[config.mk]
export PLATFORM = sky130hd
export DESIGN_NAME = bus_clk_ctl
export DESIGN_NICKNAME = d
export VERILOG_FILES = /design/src/rtl/bcg_pkg.sv /design/src/rtl/bcg_phase_fsm.sv /design/src/rtl/bcg_pin_ctl.sv /design/src/rtl/bus_clk_ctl.sv
export SDC_FILE = /design/constraint.sdc
export NUM_CORES = 1
export LEC_CHECK = 0
export CAP_MARGIN = 20
export CELL_PAD_IN_SITES_DETAIL_PLACEMENT = 0
export CELL_PAD_IN_SITES_GLOBAL_PLACEMENT = 1
export CORE_MARGIN = 8
export CORE_UTILIZATION = 35
export DETAILED_ROUTE_END_ITERATION = 10
export GPL_ROUTABILITY_DRIVEN = 1
export PLACE_DENSITY = 0.7
export SYNTH_ARGS = -nofsm -noshare
export SYNTH_HDL_FRONTEND = slang
export SYNTH_SLANG_ARGS = --single-unit
[constraint.sdc]
create_clock -name osc_clk -period 2 [get_ports osc_clk]
set_clock_uncertainty 0.2 [all_clocks]
set_input_delay 0.2 -clock osc_clk [delete_from_list [all_inputs] [get_ports osc_clk]]
set_output_delay 0.2 -clock osc_clk [all_outputs]
set_load 0.01 [all_outputs]
[src/rtl/bcg_pkg.sv]
package bcg_pkg;

    typedef enum logic [1:0] {
        PH_LOW     = 2'd0,
        PH_HIGH    = 2'd1,
        PH_STRETCH = 2'd2,
        PH_STOP    = 2'd3
    } phase_t;

    typedef enum logic [1:0] {
        PS_OFF   = 2'd0,
        PS_DRIVE = 2'd1,
        PS_INPUT = 2'd2
    } pin_state_t;

    localparam logic [1:0] MD_NORMAL  = 2'b00;
    localparam logic [1:0] MD_SPECIAL = 2'b01;

    function automatic logic is_periph(input logic [1:0] md);
        return md[1];
    endfunction

endpackage

[src/rtl/bcg_phase_fsm.sv]
module bcg_phase_fsm
    import bcg_pkg::*;
#(
    parameter int STRETCH_W = 2
) (
    input  logic                 clk,
    input  logic                 rst_n,
    input  logic                 stop_req,
    input  logic                 slow_acc,
    input  logic [STRETCH_W-1:0] stretch_cnt,
    output logic                 phase_low,
    output logic                 clk_nxt,
    output logic                 bus_clk,
    output logic                 stretching
);

    localparam logic [STRETCH_W-1:0] REM_ZERO = '0;
    localparam logic [STRETCH_W-1:0] REM_ONE  = STRETCH_W'(1);

    phase_t               ph_q, ph_nxt;
    logic [STRETCH_W-1:0] rem_q, rem_nxt;

    always_comb begin
        ph_nxt  = ph_q;
        rem_nxt = rem_q;
        unique case (ph_q)
            PH_LOW: begin
                if (stop_req) begin
                    ph_nxt  = PH_STOP;
                    rem_nxt = REM_ZERO;
                end else begin
                    ph_nxt  = PH_HIGH;
                    rem_nxt = slow_acc ? stretch_cnt : REM_ZERO;
                end
            end
            PH_HIGH: begin
                ph_nxt = (rem_q != REM_ZERO) ? PH_STRETCH : PH_LOW;
            end
            PH_STRETCH: begin
                rem_nxt = rem_q - REM_ONE;
                ph_nxt  = (rem_q == REM_ONE) ? PH_LOW : PH_STRETCH;
            end
            PH_STOP: begin
                ph_nxt = stop_req ? PH_STOP : PH_LOW;
            end
        endcase
    end

    // state register
    always_ff @(posedge clk or negedge rst_n) begin
        if (!rst_n) begin
            ph_q  <= PH_LOW;
            rem_q <= REM_ZERO;
        end else begin
            ph_q  <= ph_nxt;
            rem_q <= rem_nxt;
        end
    end

    assign clk_nxt   = (ph_nxt == PH_HIGH) || (ph_nxt == PH_STRETCH);
    assign phase_low = (ph_q == PH_LOW) || (ph_q == PH_STOP);

    // registered outputs
    always_ff @(posedge clk or negedge rst_n) begin
        if (!rst_n) begin
            bus_clk    <= 1'b0;
            stretching <= 1'b0;
        end else begin
            bus_clk    <= clk_nxt;
            stretching <= (ph_nxt == PH_STRETCH);
        end
    end


    stretch_in_high_chk: assert property (@(posedge clk) disable iff (!rst_n)
        stretching |-> bus_clk);


    stop_hold_chk: assert property (@(posedge clk) disable iff (!rst_n)
        (stop_req && !bus_clk) |=> !bus_clk);


    low_then_high_chk: assert property (@(posedge clk) disable iff (!rst_n)
        (!bus_clk && !stop_req && ph_q == PH_LOW) |=> bus_clk);


    restart_low_chk: assert property (@(posedge clk) disable iff (!rst_n)
        (ph_q == PH_STOP && !stop_req) |=> (!bus_clk && ph_q == PH_LOW));

endmodule

[src/rtl/bcg_pin_ctl.sv]
module bcg_pin_ctl
    import bcg_pkg::*;
(
    input  logic       clk,
    input  logic       rst_n,
    input  logic [1:0] mode,
    input  logic       en_wr,
    input  logic       en_wdata,
    input  logic       phase_low,
    input  logic       clk_nxt,
    output logic       pin_out,
    output logic       pin_oe
);

    pin_state_t ps_q, ps_nxt;
    logic       sw_set_q;
    logic       sw_val_q;
    logic       want_drive;

    always_ff @(posedge clk or negedge rst_n) begin
        if (!rst_n) begin
            sw_set_q <= 1'b0;
            sw_val_q <= 1'b0;
        end else if (en_wr) begin
            sw_set_q <= 1'b1;
            sw_val_q <= en_wdata;
        end
    end

    assign want_drive = sw_set_q ? sw_val_q : (mode == MD_SPECIAL);

    always_comb begin
        ps_nxt = ps_q;
        if (is_periph(mode)) begin
            ps_nxt = PS_INPUT;
        end else if (phase_low) begin
            unique case (ps_q)
                PS_OFF:   ps_nxt = want_drive ? PS_DRIVE : PS_OFF;
                PS_DRIVE: ps_nxt = want_drive ? PS_DRIVE : PS_OFF;
                PS_INPUT: ps_nxt = want_drive ? PS_DRIVE : PS_OFF;
                default:  ps_nxt = PS_OFF;
            endcase
        end
    end

    // state register
    always_ff @(posedge clk or negedge rst_n) begin
        if (!rst_n) ps_q <= PS_OFF;
        else        ps_q <= ps_nxt;
    end

    // registered outputs
    always_ff @(posedge clk or negedge rst_n) begin
        if (!rst_n) begin
            pin_oe  <= 1'b0;
            pin_out <= 1'b0;
        end else begin
            pin_oe  <= (ps_nxt == PS_DRIVE);
            pin_out <= (ps_nxt == PS_DRIVE) && clk_nxt;
        end
    end


    periph_no_drive_chk: assert property (@(posedge clk) disable iff (!rst_n)
        is_periph(mode) |=> (!pin_oe && !pin_out));

endmodule

[src/rtl/bus_clk_ctl.sv]
module bus_clk_ctl
    import bcg_pkg::*;
#(
    parameter int STRETCH_W = 2
) (
    input  logic                 osc_clk,
    input  logic                 rst_n,
    input  logic [1:0]           mode,
    input  logic                 stop_req,
    input  logic                 en_wr,
    input  logic                 en_wdata,
    input  logic [STRETCH_W-1:0] stretch_cnt,
    input  logic                 slow_acc,
    output logic                 bus_clk,
    output logic                 pin_out,
    output logic                 pin_oe,
    output logic                 stretching
);

    logic phase_low;
    logic clk_nxt;

    bcg_phase_fsm #(.STRETCH_W(STRETCH_W)) u_phase (
        .clk         (osc_clk),
        .rst_n       (rst_n),
        .stop_req    (stop_req),
        .slow_acc    (slow_acc),
        .stretch_cnt (stretch_cnt),
        .phase_low   (phase_low),
        .clk_nxt     (clk_nxt),
        .bus_clk     (bus_clk),
        .stretching  (stretching)
    );

    bcg_pin_ctl u_pin (
        .clk       (osc_clk),
        .rst_n     (rst_n),
        .mode      (mode),
        .en_wr     (en_wr),
        .en_wdata  (en_wdata),
        .phase_low (phase_low),
        .clk_nxt   (clk_nxt),
        .pin_out   (pin_out),
        .pin_oe    (pin_oe)
    );


    pin_rise_chk: assert property (@(posedge osc_clk) disable iff (!rst_n)
        $rose(pin_out) |-> $rose(bus_clk));


    pin_fall_chk: assert property (@(posedge osc_clk) disable iff (!rst_n)
        ($fell(pin_out) && !is_periph(mode)) |-> $fell(bus_clk));


    pin_follow_chk: assert property (@(posedge osc_clk) disable iff (!rst_n)
        pin_oe |-> (pin_out == bus_clk));

endmodule

==> results_dict.tcl, run 1 <==
set metrics [dict create \
    status "finished clean" \
    cts_tree "yes" \
    cts-root-buf "clkbuf_4" \
    required_ns 1.99 \
    grt_overflow 0 \
    drc 0 \
    syn_nets 68 \
    seq_area_frac_synth 0.512 \
    cts_hold_buf 0 \
    antenna_found_initial 0 \
    finish.utilization 0.503 \
    cts.sinks 12 \
    wire_per_inst_um 11.9 \
    dp.cells 80 \
    n_antenna_cell 0 \
    drive_gt1_frac 0.132 \
    fmax_mhz 544 \
    syn_area_per_cell_um2 11.5 \
    ant_nets 0 \
    postCtsSetupBuffers 0 \
    report.final.slew_viol_count 0 \
    cts_made_buffers 3 \
    critical_path_class "reg2reg" \
    r2r_start "u_phase.ph_q[0]$_DFF_PN0_" \
    yosys-top-cells-area "dfrtp_1, ha_1, inv_1" \
    cts.htree.levels 1 \
    hold_slack_ns 0.0767 \
    die_y_um 56.9 \
    static-leakage-power_nw 0.361 \
    instances_no_fill 84 \
    io_pins 14 \
    io_buffers 13 \
    grt_max_degree 13 \
    insertion_delay_ns 0.27 \
    tightest_slew_ns 0.531 \
    synthDistinctLibCells 19 \
    grt_pass1_wl_um 1760 \
    die_w_um 56.9 \
    p_per_area_nw_per_um2 1380 \
    dp_slack_ns 0.125 \
    cp_max_fo 5 \
    row_count 14 \
    first_pass_iters 4 \
    setup-violations-final 0 \
    min_path_type "in2async" \
    place.gp.congestion 0.713 \
    syn2layout_area_growth_pct 32.2 \
    synth_area_leader_cell "dfrtp_1" \
    fin_crit_sh 0.920 \
    grtUsageTotal 0.0695 \
    via_per_inst 4.68 \
    clk_pin_slew_ns 0.08 \
    rsz0062_at_grt "false" \
    dieArea_um2 3240 \
    finalWorstSetupSlack_ns 0.161 \
    vias 393 \
    clockBufferDepth 2 \
    arrival_ns 1.83 \
    synth_top_area_frac 0.512 \
    wirelength_um 1000 \
    nets 86 \
    dpl.hpwl_um 815 \
    maxCapViolCount 0 \
    start_kind "flip-flop" \
    rrSetupSlack_ns 0.16 \
    grt_pass1_vias 412 \
    syn_area_um2 587 \
    fin_crit_ns 1.84 \
    endpoint_kind "flip-flop" \
    hold_violations 0 \
    ir_worst_vdd_uv 695 \
    syn_inst 51 \
    finalSetupTns_ns 0 \
    synth_warnings 0 \
    max_slew_margin 0.645 \
    ys_ff_latch 12 \
    crit_start "u_phase.ph_q[0]$_DFF_PN0_" \
    mostFrequentLayoutCells "clkdlybuf4s50_1, dfrtp_1, inv_1, ha_1" \
    final_common_cell "clkdlybuf4s50_1" \
    core_area_um2 1540 \
    start_util 0.381 \
    drtIter0Drc 1 \
    fill_cells 162 \
]
## worst max-delay path: stages (launching register included)
cell     delay, ns
dfrtp_1       0.37
inv_1         0.07
ha_2          0.21
a22oi_1       0.19
o21ai_1       0.11
ha_1          0.31
nor2_1        0.11
nand2_1       0.06
nor3_1        0.13
## final timing paths
path / to / cells past startpoint
min in group osc_clk: u_pin.pin_oe$_DFF_PN0_ / 1
worst min register to register: u_pin.pin_oe$_DFF_PN0_ / 1
max in group asynchronous: u_pin.ps_q[0]$_DFF_PN0_ / 1
worst max-delay path: u_pin.pin_out$_DFF_PN0_ / 8
worst min-delay path: u_pin.pin_out$_DFF_PN0_ / 1
worst max register to register: u_pin.pin_out$_DFF_PN0_ / 8
## Yosys cell counts
cell type / count
dfrtp_1: 12
inv_1: 8
ha_1: 7
nand2_1: 3
nor2_1: 3
nor2b_1: 3
a21o_1: 2
a221o_1: 2
a2111oi_2: 1
a211oi_2: 1
a22oi_1: 1
mux2_1: 1
nor2b_2: 1
nor3_1: 1
nor3_2: 1
nor4_1: 1
o21ai_0: 1
o21ai_1: 1
or2_1: 1
## metal layers
layer,part of all wire,global-route usage
met1,0.48,0.0803
met2,0.45,0.0992
met3,0.054,0.0376
met4,0.013,0.0403
met5,0,0
## per-stage QoR
stage          total power [mW]  cell area (µm²)
5_1_grt                    1.17              776
4_1_cts                    1.09              773
3_5_place_dp              0.898              737
2_1_floorplan             0.728              587
3_3_place_gp              0.898              737
6_report                   1.07              776
## logic make-up after synthesis
kind of cell,share of synthesized area
simple gates,0.132
flops,0.512
compound gates,0.136
buf+inv,0.0512
fa+ha+maj,0.149
mux,0.0192
## timing repair
item	in CTS	in global routing
setup endpoints to repair	0	1
hold endpoints to repair	0	0
resized for setup	0	1
## report_power, final
group | internal, mW | total, mW | switching (mW)
registers | 0.333 | 0.384 | 0.0512
logic | 0.243 | 0.498 | 0.255
clock network | 0.110 | 0.189 | 0.0782
## sequential cells by signal, summed over array words and instances, names as in the netlist
name,cells
u_phase.ph_q,2
u_phase.bus_clk,1
u_pin.sw_set_q,1
u_phase.stretching,1
u_pin.pin_oe,1
u_pin.sw_val_q,1
u_phase.rem_q,2
u_pin.pin_out,1
u_pin.ps_q,2
## area by class of cell
cell class                 instances  area (µm²)  share of cell area
clock buffer                       4        36.3              0.0468
inverter                           8        30.0              0.0387
multi-input combinational         31         259               0.334
sequential                        12         300               0.387
tap                               16        20.0              0.0258
timing repair buffer              13         130               0.168
Power figures use the tool's default switching activity.
==> inputs of run 2 (changes only) <==
- CELL_PAD_IN_SITES_DETAIL_PLACEMENT: 0 -> 1
- SKIP_CTS_REPAIR_TIMING: unset -> 1
==> run 2 against run 1 <==
Utilization up 2.6 points. Combinational power up 28%. Critical endpoint unchanged. Design area increased by 5.2%. Via count increased by 11%. Sequential power rose by 3%. Critical path type unchanged. Sequential cell count did not move. Cell count is 2.4% higher. Largest cell class unchanged. First-iteration DRC count grew to 4.0 times the previous value. Sequential share of layout area fell by 1.9 points. Register-to-register slack worse by 0.04 ns.
==> results_dict.tcl, run 2 (same netlist as run 1, synthesis figures left out) <==
set metrics [dict create \
    status "finished clean" \
    final_common_cell "clkdlybuf4s50_1" \
    grt_pass1_vias 483 \
    rsz0062_at_grt "false" \
    fmax_mhz 532 \
    critPathSlowestCell "dfrtp_1" \
    finish.utilization 0.529 \
    arrival_ns 1.88 \
    wirelength_um 1250 \
    min_path_type "in2async" \
    cts.sinks 12 \
    vias 436 \
    clockBufferDepth 2 \
    nets 88 \
    p_per_area_nw_per_um2 1510 \
    fin_crit_ns 1.88 \
    report.final.slew_viol_count 0 \
    crit_chain "inv_2, ha_4, a22oi_2, o21ai_1, ha_1, nor2_2, nand2_1, nor3_2" \
    io_pins 14 \
    drive_gt1_frac 0.257 \
    die_y_um 56.9 \
    dp_slack_ns 0.0925 \
    die_w_um 56.9 \
    first_pass_iters 2 \
    grtUsageTotal 0.0870 \
    start_util 0.381 \
    insertion_delay_ns 0.28 \
    multi_input_area_um2 284 \
    start_kind "flip-flop" \
    hold_violations 0 \
    dpl.hpwl_um 920 \
    instances_no_fill 86 \
    drtIter0Drc 4 \
    fill_cells 172 \
    place.gp.congestion 0.713 \
    seqCellArea_um2 300 \
    finalInstanceArea_um2 816 \
    cts_made_buffers 3 \
    report.power.total_mw 1.23 \
    top_regs "u_phase.ph_q (2), u_phase.rem_q (2), u_pin.ps_q (2)" \
    mostFrequentLayoutCells "clkdlybuf4s50_1, dfrtp_1, inv_1, ha_1" \
    grt_overflow 0 \
    slowest_delay_ns 0.40 \
    drc 0 \
    wire_per_inst_um 14.5 \
    static-leakage-power_nw 0.369 \
    dieArea_um2 3240 \
    syn2layout_area_growth_pct 39.0 \
    grt_pass1_wl_um 2170 \
    row_count 14 \
    io_buffers 13 \
    antenna_found_initial 0 \
    endpoint_kind "flip-flop" \
    dp.cells 80 \
    cp_max_fo 5 \
    finalWorstSetupSlack_ns 0.121 \
    grt_max_degree 13 \
    path_delay_family "adder cells" \
    via_per_inst 5.07 \
    placed_area_um2 737 \
    critical_path_class "reg2reg" \
    hold_slack_ns 0.0588 \
    fin_crit_sh 0.940 \
    clk_pin_slew_ns 0.08 \
    cp.buffers_inverters 1 \
    cts_tree "yes" \
    ir_worst_vdd_uv 951 \
    n_antenna_cell 0 \
    ant_nets 0 \
    cts-root-buf "clkbuf_4" \
    max_slew_margin 0.649 \
    cts.htree.levels 1 \
    required_ns 2.00 \
    setup-violations-final 0 \
    tightest_slew_ns 0.525 \
    maxCapViolCount 0 \
    finalSetupTns_ns 0 \
    core_area_um2 1540 \
]
run 2: path summary, 6_finish.rpt:
check	depth (start not counted)	startpoint	endpoint	slack (ns)
min in group osc_clk	1	u_pin.ps_q[0]$_DFF_PN0_	u_pin.pin_oe$_DFF_PN0_	0.31
worst min register to register	1	u_pin.ps_q[0]$_DFF_PN0_	u_pin.pin_oe$_DFF_PN0_	0.31
max in group asynchronous	1	rst_n	u_phase.rem_q[1]$_DFFE_PN0P_	1.19
worst min-delay path	1	rst_n	u_phase.bus_clk$_DFF_PN0_	0.06
worst max register to register	8	u_phase.ph_q[0]$_DFF_PN0_	u_pin.pin_out$_DFF_PN0_	0.12
worst max-delay path	8	u_phase.ph_q[0]$_DFF_PN0_	u_pin.pin_out$_DFF_PN0_	0.12
run 2: power by group:
part / switching, mW / leakage [nW] / internal (mW) / total (mW)
combinational: 0.309 / 0.203 / 0.329 / 0.638
clock: 0.0859 / 0.0210 / 0.111 / 0.197
sequential: 0.0630 / 0.146 / 0.333 / 0.395
run 2: final cells by class:
class | instances | area share
tap | 16 | 0.0245
inverter | 8 | 0.0368
timing repair buffer | 15 | 0.178
multi-input combinational | 31 | 0.348
clock buffer | 4 | 0.0445
sequential | 12 | 0.368
run 2: per-layer routing:
metal	routed length [µm]	track usage
met5	0	0
met4	51	0.0705
met3	71	0.0398
met2	638	0.138
met1	490	0.0855
